<file path="config.mk">
export PLATFORM = sky130hd
export DESIGN_NAME = dma_flow_chan
export DESIGN_NICKNAME = d
export VERILOG_FILES = /design/src/rtl/dmac_pkg.sv /design/src/rtl/dma_req_map.sv /design/src/rtl/dma_burst_calc.sv /design/src/rtl/dma_stage_buf.sv /design/src/rtl/dma_flow_chan.sv
export SDC_FILE = /design/constraint.sdc
export NUM_CORES = 1
export LEC_CHECK = 0
export ABC_AREA = 1
export CAP_MARGIN = 30
export CORE_MARGIN = 2
export CORE_UTILIZATION = 50
export DETAILED_ROUTE_END_ITERATION = 10
export PLACE_DENSITY_LB_ADDON = 0.25
export SLEW_MARGIN = 20
export SYNTH_ARGS = -nofsm -noshare
export SYNTH_HDL_FRONTEND = slang
export SYNTH_HIERARCHICAL = 1
export SYNTH_SLANG_ARGS = --single-unit
</file>
<file path="constraint.sdc">
create_clock -name clk -period 7.95 [get_ports clk]
set_clock_uncertainty 0.05 [all_clocks]
set_input_delay 0.795 -clock clk [delete_from_list [all_inputs] [get_ports clk]]
set_output_delay 0.795 -clock clk [all_outputs]
set_load 0.05 [all_outputs]
</file>
<file path="src/rtl/dmac_pkg.sv">
package dmac_pkg;
  localparam int ADDR_W    = 32;
  localparam int DATA_W    = 32;
  localparam int BE_W      = DATA_W / 8;
  localparam int BUF_WORDS = 8;                       // 32-byte staging buffer
  localparam int IDX_W     = $clog2(BUF_WORDS);
  localparam int BEAT_W    = IDX_W + 1;

  typedef enum logic [2:0] {
    ST_IDLE,
    ST_WAIT_SRC,
    ST_READ,
    ST_WAIT_TGT,
    ST_WRITE
  } dma_state_e;

  typedef struct packed {
    logic [1:0] bsz;
    logic       inc_src;
    logic       inc_tgt;
    logic       flow_src;
    logic       flow_tgt;
    logic       irq_en;
  } dma_cmd_t;
endpackage

</file>
<file path="src/rtl/dma_req_map.sv">
module dma_req_map #(
  parameter int NUM_REQ = 2,
  parameter int CHAN_W  = 4,
  parameter int CHAN_ID = 5
) (
  input  logic                      clk,
  input  logic                      rst_n,
  input  logic [NUM_REQ-1:0]        dreq_i,
  input  logic [NUM_REQ*CHAN_W-1:0] map_i,
  output logic                      hit_o
);
  logic [NUM_REQ-1:0] dreq_q;
  logic [NUM_REQ-1:0] match;

  always_ff @(posedge clk or negedge rst_n) begin
    if (!rst_n) dreq_q <= '0;
    else        dreq_q <= dreq_i;
  end

  for (genvar k = 0; k < NUM_REQ; k++) begin : g_line
    assign match[k] = dreq_q[k] && (map_i[k*CHAN_W +: CHAN_W] == CHAN_W'(CHAN_ID));
  end

  assign hit_o = |match;
endmodule

</file>
<file path="src/rtl/dma_burst_calc.sv">
module dma_burst_calc
  import dmac_pkg::*;
#(
  parameter int LEN_W = 13
) (
  input  logic [LEN_W-1:0]  len_i,
  input  logic [1:0]        bsz_i,
  output logic [LEN_W-1:0]  n_o,
  output logic [BEAT_W-1:0] beats_o,
  output logic [BE_W-1:0]   last_be_o
);
  logic [LEN_W-1:0] cap;

  always_comb begin
    cap     = LEN_W'(4) << bsz_i;
    n_o     = (len_i < cap) ? len_i : cap;
    beats_o = BEAT_W'((n_o + LEN_W'(3)) >> 2);
    case (n_o[1:0])
      2'd1:    last_be_o = 4'b0001;
      2'd2:    last_be_o = 4'b0011;
      2'd3:    last_be_o = 4'b0111;
      default: last_be_o = 4'b1111;
    endcase
  end
endmodule

</file>
<file path="src/rtl/dma_stage_buf.sv">
module dma_stage_buf #(
  parameter int DEPTH = 8,
  parameter int W     = 32,
  localparam int IW   = $clog2(DEPTH)
) (
  input  logic          clk,
  input  logic          wr_en_i,
  input  logic [IW-1:0] wr_idx_i,
  input  logic [W-1:0]  wr_data_i,
  input  logic [IW-1:0] rd_idx_i,
  output logic [W-1:0]  rd_data_o
);
  logic [W-1:0] mem [DEPTH];

  always_ff @(posedge clk) begin
    if (wr_en_i) mem[wr_idx_i] <= wr_data_i;
  end

  assign rd_data_o = mem[rd_idx_i];
endmodule

</file>
<file path="src/rtl/dma_flow_chan.sv">
module dma_flow_chan
  import dmac_pkg::*;
#(
  parameter int LEN_W   = 13,
  parameter int NUM_REQ = 2,
  parameter int CHAN_ID = 5
) (
  input  logic               clk,
  input  logic               rst_n,
  input  logic               ld_i,
  input  logic [31:0]        ld_src_i,
  input  logic [31:0]        ld_tgt_i,
  input  logic [LEN_W-1:0]   ld_len_i,
  input  logic [1:0]         ld_bsz_i,
  input  logic               ld_inc_src_i,
  input  logic               ld_inc_tgt_i,
  input  logic               ld_flow_src_i,
  input  logic               ld_flow_tgt_i,
  input  logic               ld_irq_en_i,
  input  logic [NUM_REQ-1:0] dreq_i,
  input  logic [NUM_REQ*4-1:0] map_i,
  input  logic               irq_clr_i,
  output logic               busy_o,
  output logic               err_o,
  output logic               irq_o,
  output logic [LEN_W-1:0]   len_o,
  output logic [31:0]        src_addr_o,
  output logic [31:0]        tgt_addr_o,
  output logic               rd_valid_o,
  output logic [31:0]        rd_addr_o,
  input  logic               rd_ready_i,
  input  logic [31:0]        rd_data_i,
  output logic               wr_valid_o,
  output logic [31:0]        wr_addr_o,
  output logic [31:0]        wr_data_o,
  output logic [3:0]         wr_be_o,
  input  logic               wr_ready_i
);
  dma_state_e         state_q;
  dma_cmd_t           cmd_q;
  logic [ADDR_W-1:0]  src_q, tgt_q;
  logic [LEN_W-1:0]   len_q;
  logic [BEAT_W-1:0]  beat_q;
  logic               err_q, irq_q;

  logic               req_hit;
  logic [LEN_W-1:0]   burst_n;
  logic [BEAT_W-1:0]  beats;
  logic [BE_W-1:0]    last_be;
  logic               last_beat;
  logic [LEN_W-1:0]   len_next;
  logic [ADDR_W-1:0]  beat_off;
  logic               rd_fire, wr_fire, done_fire;

  dma_req_map #(.NUM_REQ(NUM_REQ), .CHAN_W(4), .CHAN_ID(CHAN_ID)) u_map (
    .clk(clk), .rst_n(rst_n), .dreq_i(dreq_i), .map_i(map_i), .hit_o(req_hit)
  );

  dma_burst_calc #(.LEN_W(LEN_W)) u_calc (
    .len_i(len_q), .bsz_i(cmd_q.bsz), .n_o(burst_n), .beats_o(beats), .last_be_o(last_be)
  );

  dma_stage_buf #(.DEPTH(BUF_WORDS), .W(DATA_W)) u_buf (
    .clk(clk), .wr_en_i(rd_fire), .wr_idx_i(beat_q[IDX_W-1:0]), .wr_data_i(rd_data_i),
    .rd_idx_i(beat_q[IDX_W-1:0]), .rd_data_o(wr_data_o)
  );

  assign last_beat = (beat_q + BEAT_W'(1)) == beats;
  assign len_next  = len_q - burst_n;
  assign beat_off  = ADDR_W'({beat_q, 2'b00});
  assign rd_fire   = rd_valid_o && rd_ready_i;
  assign wr_fire   = wr_valid_o && wr_ready_i;
  assign done_fire = wr_fire && last_beat && (len_next == '0);

  assign rd_valid_o = (state_q == ST_READ);
  assign wr_valid_o = (state_q == ST_WRITE);
  assign rd_addr_o  = src_q + (cmd_q.inc_src ? beat_off : '0);
  assign wr_addr_o  = tgt_q + (cmd_q.inc_tgt ? beat_off : '0);
  assign wr_be_o    = last_beat ? last_be : 4'hF;

  assign busy_o     = (state_q != ST_IDLE);
  assign err_o      = err_q;
  assign irq_o      = irq_q;
  assign len_o      = len_q;
  assign src_addr_o = src_q;
  assign tgt_addr_o = tgt_q;

  always_ff @(posedge clk or negedge rst_n) begin
    if (!rst_n) begin
      state_q <= ST_IDLE;
      cmd_q   <= '0;
      src_q   <= '0;
      tgt_q   <= '0;
      len_q   <= '0;
      beat_q  <= '0;
      err_q   <= 1'b0;
      irq_q   <= 1'b0;
    end else begin
      irq_q <= (irq_q && !irq_clr_i) || (done_fire && cmd_q.irq_en);
      unique case (state_q)
        ST_IDLE: if (ld_i) begin
          if (ld_bsz_i == 2'd0) begin
            err_q <= 1'b1;
          end else begin
            err_q   <= 1'b0;
            src_q   <= ld_src_i;
            tgt_q   <= ld_tgt_i;
            len_q   <= ld_len_i;
            beat_q  <= '0;
            cmd_q   <= '{bsz: ld_bsz_i, inc_src: ld_inc_src_i, inc_tgt: ld_inc_tgt_i,
                         flow_src: ld_flow_src_i, flow_tgt: ld_flow_tgt_i, irq_en: ld_irq_en_i};
            if (ld_len_i != '0) state_q <= ld_flow_src_i ? ST_WAIT_SRC : ST_READ;
          end
        end
        ST_WAIT_SRC: if (req_hit) state_q <= ST_READ;
        ST_READ: if (rd_ready_i) begin
          if (last_beat) begin
            beat_q  <= '0;
            state_q <= cmd_q.flow_tgt ? ST_WAIT_TGT : ST_WRITE;
          end else begin
            beat_q <= beat_q + BEAT_W'(1);
          end
        end
        ST_WAIT_TGT: if (req_hit) state_q <= ST_WRITE;
        ST_WRITE: if (wr_ready_i) begin
          if (last_beat) begin
            beat_q <= '0;
            len_q  <= len_next;
            if (cmd_q.inc_src) src_q <= src_q + ADDR_W'(burst_n);
            if (cmd_q.inc_tgt) tgt_q <= tgt_q + ADDR_W'(burst_n);
            if (len_next == '0)        state_q <= ST_IDLE;
            else if (cmd_q.flow_src)   state_q <= ST_WAIT_SRC;
            else                       state_q <= ST_READ;
          end else begin
            beat_q <= beat_q + BEAT_W'(1);
          end
        end
        default: state_q <= ST_IDLE;
      endcase
    end
  end

  // Stream hold rules
  assert_rd_hold_R12: assert property (@(posedge clk) disable iff (!rst_n)
    rd_valid_o && !rd_ready_i |=> rd_valid_o && $stable(rd_addr_o));
  assert_wr_hold_R12: assert property (@(posedge clk) disable iff (!rst_n)
    wr_valid_o && !wr_ready_i |=> wr_valid_o && $stable(wr_addr_o)
                                  && $stable(wr_data_o) && $stable(wr_be_o));
  // Word index stays inside the current burst
  assert_beat_in_burst_R3: assert property (@(posedge clk) disable iff (!rst_n)
    (rd_valid_o || wr_valid_o) |-> beat_q < beats);
  // Remaining length never grows while running
  assert_len_mono_R4: assert property (@(posedge clk) disable iff (!rst_n)
    busy_o |=> len_o <= $past(len_o));
  // No read while the source side is still waiting
  assert_wait_src_R7: assert property (@(posedge clk) disable iff (!rst_n)
    (state_q == ST_WAIT_SRC) && !req_hit |=> !rd_valid_o);
  // Interrupt rises only as the channel finishes
  assert_irq_at_end_R10: assert property (@(posedge clk) disable iff (!rst_n)
    $rose(irq_o) |-> $fell(busy_o));
  // Error state never moves data
  assert_err_no_xfer_R11: assert property (@(posedge clk) disable iff (!rst_n)
    err_o |-> !rd_valid_o && !wr_valid_o);
endmodule

</file>
-- Yosys cells after proc, flatten, opt, wreduce, memory -nomap -nowiden
Memory sizes are Yosys's and may differ from the RTL's.
Cells that the tools add are included.
- $add $sub $neg: 7
- order comparisons: 1
- equal/unequal tests: 21
- shift operators: 1
- muxes and demuxes: 45
- bitwise gates (word level): 1
- reductions and logical operators: 25
- operators by type and width (kind ; count):
    $mux W32 ; 10
    $pmux W32 S2 ; 2
    $mux W13 ; 5
    $add A32 B13 Y32 ; 2
    $add A32 B6 Y32 ; 2
    $mux W3 ; 10
    $pmux W13 S2 ; 1
    $mux W4 ; 6
    $pmux W4 S3 ; 2
    $pmux W3 S5 ; 1
    $logic_not A13 Y1 ; 1
    $lt A13 B13 Y1 ; 1
    $reduce_bool A13 Y1 ; 1
    $shl A3 B2 Y13 const A ; 1
    $sub A13 B13 Y13 ; 1
    $mux W6 ; 2
    $ne A2 B1 Y1 const B ; 6
    $reduce_and A6 Y1 ; 2
    $ne A2 B2 Y1 const B ; 5
    $reduce_and A5 Y1 ; 2
    $reduce_and A9 Y1 ; 1
    $eq A4 B3 Y1 const B ; 2
    $logic_and A1 B1 Y1 ; 8
    $add A6 B2 Y6 const B ; 1
    other kinds (19) ; 26
- register bits after elaboration: 95
- RAM bits: 256
- input port bits: 132
- output and inout bits: 182
- logic and storage cells: 116
- memories kept: 1
- memory list (name ; words ; bits a word ; read ports ; clocked after Yosys merged registers in ; wr ports ; RTL line ; text):
    u_buf.mem ; 8 ; 32 ; 1 ; 0 ; 1 ; dma_stage_buf.sv:13 ; logic [W-1:0] mem [DEPTH];

-- Longest topological paths before layout
- word-level depth: 9
- gate-level depth with buffers: 30
- depth with buffers taken out: 30

-- By module
The synthesis kept the hierarchy.
- modules (own cells, without submodules) (module ; times used ; cells each ; area an instance (sq um)):
    dma_stage_buf ; 1 ; 1124 ; 11232.0
    dma_flow_chan ; 1 ; 1459 ; 8986.1
    dma_burst_calc ; 1 ; 81 ; 464.2
    dma_req_map ; 1 ; 15 ; 106.4

-- Least setup slack after synthesis
Ideal clock, no wire load.
- path type: flip-flop to output port
- start point: register tgt_q[2] (netlist: tgt_addr_o[2])
- end point: output wr_addr_o[26]
- data arrival time: 3.214 ns
- data required time: 7.105 ns
- setup slack: 3.891 ns
- cell stages (with the launch flop): 13
- path buffers: 0
- cells stage by stage: dfrtp_1 ha_1 inv_1 fa_1 o21ai_0 nand2_1 nor2_1 nand2_1 nor2_1 nand2_1 nor2_1 nand4_1 xor2_1
- longest elaborated chain between the ends: 1
- ends and longest elaborated chain (what ; RTL line ; text):
    start: declaration ; dma_flow_chan.sv:41 ; logic [ADDR_W-1:0] src_q, tgt_q;
    start signal: assignment ; dma_flow_chan.sv:107 ; tgt_q <= ld_tgt_i;
    start signal: assignment ; dma_flow_chan.sv:130 ; if (cmd_q.inc_tgt) tgt_q <= tgt_q + ADDR_W'(burst_n);
    $add A32 B6 Y32 ; dma_flow_chan.sv:78 ; assign wr_addr_o = tgt_q + (cmd_q.inc_tgt ? beat_off : '0);
    end: declaration ; dma_flow_chan.sv:34 ; output logic [31:0] wr_addr_o,
No other way between the ends.

-- Worst setup path in the final report
- start point: register beat_q[1]
- end point: output wr_addr_o[28]
- longest elaborated chain between the ends: 2
- ends and longest elaborated chain (what ; RTL line ; text):
    start: declaration ; dma_flow_chan.sv:43 ; logic [BEAT_W-1:0] beat_q;
    start signal: assignment ; dma_flow_chan.sv:121 ; beat_q <= beat_q + BEAT_W'(1);
    start signal: assignment ; dma_flow_chan.sv:135 ; beat_q <= beat_q + BEAT_W'(1);
    $mux W6 ; dma_flow_chan.sv:78 ;
    $add A32 B6 Y32 ; dma_flow_chan.sv:78 ;
No other way between the ends.

==> reports/qor.txt <==
Simple-gate share of the synthesized area -> 29.30%
Mapped Avg Cell Area -> 7.760 um2
DRC -> 0
Max-slew violations -> 0
Final Util -> 62.33%
# placed instances -> 3451
Cts hold-fix bufs -> 0
Post-CTS Setup Bufs -> 0
Die area -> 43220 um2
Htree depth -> 2
Worst R2R Setup Slack -> 3670 ps
Power Total -> 10.16 mW
Post-Synth XOR/XNOR Area -> 3.750%
Crit path DAT -> 4970 ps
Largest family of logic cells by synthesized area -> simple AND/OR/NAND/NOR gates
Met3 usage -> 4.830%
Period utilization -> 73.13%
Routed Antenna Nets -> 0
Slew of the pin with the lowest slew margin -> 970.0 ps
Post-Layout Cell Count -> 3518
Worst-path maximum fanout -> 72
Synth Instances -> 2679
Worst setup startpoint -> beat_q[1]
Fin Setup TNS -> 0 ps
Routability cong. -> 0.9788
Largest net degree at the start of global routing -> 91
Pwr dens -> 398.4 nW/um2
Reg2reg start -> cmd_q[5]
Post-CTS sizing -> 0
Unrepaired setup endpoints after global routing -> false
Clk pin slew, worst setup/hold paths -> 60 ps
Die W -> 207.9 um
Post-synthesis mux area share -> 0.1505%
Met2 usage -> 49.08%
GRT Overall Usage -> 28.24%
YS warnings -> 6
Vias in the first global route -> 18362
Final hold vios -> 0
Std cell rows -> 74
Critical Path Max Stage Delay -> 830 ps
Area contributors post-synth -> edfxtp_1 (37%), nand2_1 (18%), dfrtp_1 (11%)
Initial DRC Count -> 1233
Initial antenna violation count -> 2
Seq/Total Area, Yosys -> 48.41%
Dpl ws -> 2712 ps
Yosys reg bits -> 351
Via count -> 18358
Post-route cell area -> 25510 um2
Core ar. -> 40920 um2
FF-to-FF path depth -> 19
Routed wire length per instance -> 17.57 um
Clock Sinks -> 351
WP data required -> 7110 ps
CP top delay family -> buffers and inverters
Unique masters post-synth -> 43
Max clock buf depth -> 3
WL final -> 61820 um
Total CTS buffers -> 38
Count leader, synth -> nand2_1
Root buffer cell -> clkbuf_16
Post-synthesis compound-gate area fraction -> 3.996%
FF-to-FF End -> tgt_addr_o[1]
MaxCap Viol Count -> 0
First-pass GRT wire length -> 97060 um
Critical path class -> reg2out
Adder-Cell Fraction of Synth Area -> 3.671%
CP max-delay cell -> clkdlybuf4s50_1
IO Count -> 314
Peak VDD IR -> 330.0 uV
Area post-placement -> 24230 um2
Hold slack -> 220.7 ps
Cell taking the most area after synthesis -> edfxtp_1
CTS tree -> yes
Status -> finished, final reports clean
Vias per cell -> 5.218
Asr flop ratio synth -> 27.07%
Commonest cells post-synth -> nand2_1 (997), inv_1 (437), edfxtp_1 (256)
CP dominant cell by count -> nand2_1
Leakage -> 11.92 nW
F_max -> 0.1720 GHz
Area share of the leading cell type in the synthesized netlist -> 36.98%
Max-Slew Margin vs Limit -> 35.33%
Post-synth top flop -> edfxtp_1
Slack of the critical path -> 2136 ps
Tmin final -> 5814 ps
Height of the die -> 207.9 um
Finish-stage setup viols -> 0
Mapped Area -> 20790 um2
CP Cell Sequence -> buf_4 > nand2_1 > fa_1 > o21ai_0 > nand2_1 > nor2_1 > nand2_1 > nor2_1 > nand2_1 > inv_1 > nand3_1 > xor2_1 > clkdlybuf4s50_1
Synthesis-to-finish area growth -> 22.71%
Post-synth EDFFs -> 256
Post-layout nets -> 3152
Critical path startpoint category -> flop
Worst min path class -> in2async
Critical path depth -> 13
Most used routing layer in global routing -> met2
M1 GR Usage -> 34.53%
Buf+Inv Stages, Crit Path -> 3
Later-pin clock latency in the skew report -> 540 ps
Setup crit end -> wr_addr_o[28]
Post-DP HPWL -> 42010 um
Drt first pass iters -> 5
Layout cells sized above 1 -> 4.489%
GRT Residual Overflow -> 0
IO Port Bufs -> 312
Critical path capture point type -> output pin
Initial Util -> 50.80%
-- registers in the layout (all words and copies together), names as in the netlist --
name,flops
beat_q,4
cmd_q,7
err_o,1
irq_o,1
len_o,13
src_addr_o,32
state_q,3
tgt_addr_o,32
u_buf/mem,256
u_map/dreq_q,2
-- kinds of logic (layout without fill, tap and decap cells) --
| kind of cell | Yosys count | count (layout) |
|---|---|---|
| AND/OR/NAND/NOR | 1479 | 1479 |
| buffers and inverters | 540 | 840 |
| multiplexers | 3 | 3 |
| adder cells (fa/ha/maj) | 58 | 58 |
| flip-flops | 351 | 351 |
| XOR/XNOR | 89 | 89 |
| other | 2 | 9 |
| AO/OA/AOI/OAI | 157 | 157 |
-- placed cells by master, fill, tap and decap left out, types with 4 or more instances in the layout --
cell	count
nand3_1	226
or2_2	18
nor3_1	16
nor4_1	10
inv_1	436
a21oi_1	60
nand3b_1	8
nand4_1	17
o21ai_0	79
ha_1	53
conb_1	8
nor2_4	8
xnor2_1	31
buf_4	19
clkbuf_1	6
o211ai_1	4
xor2_1	58
clkdlybuf4s50_1	311
nor2_1	156
nor2_2	12
inv_2	5
clkinv_2	8
nand2_2	4
nand2_1	997
fa_1	5
dfrtp_1	93
clkbuf_16	39
edfxtp_1	256
clkinv_1	5
-- where the power goes --
group | internal [mW] | switching [mW]
Combinational | 1.78 | 3.93
Sequential | 2.24 | 0.481
Clock | 1.02 | 0.713
Total | 5.04 | 5.12
-- metal layers --
layer,up-vias,part of all wire [%]
li1,8926,-
met2,724,49
met3,153,6.9
met1,8553,40
met4,2,4.4
met5,-,0.018
-- worst min path at each step --
| stage | start | to | slack, ps | depth (start not counted) |
|---|---|---|---|---|
| floorplan | cmd_q[0] | cmd_q[0] | 390 | 2 |
| global placement | cmd_q[0] | cmd_q[0] | 420 | 2 |
| detailed placement | cmd_q[0] | cmd_q[0] | 420 | 2 |
| CTS | rst_n | src_addr_o[14] | 250 | 1 |
| global route | rst_n | src_addr_o[14] | 270 | 1 |
| finish | rst_n | src_addr_o[14] | 220 | 1 |
-- layout make-up --
class                   instances  area [um2]
clock inverters                15       165.2
repair buffers                333        3323
fillers                      3507       15410
flip-flops and latches        351       10070
well taps                     532       665.6
inverters                     444        1668
diodes                          1       2.502
multi-input cells            1794        8576
clock buffers                  48        1040
No activity file was read; power rests on OpenSTA's default activity.
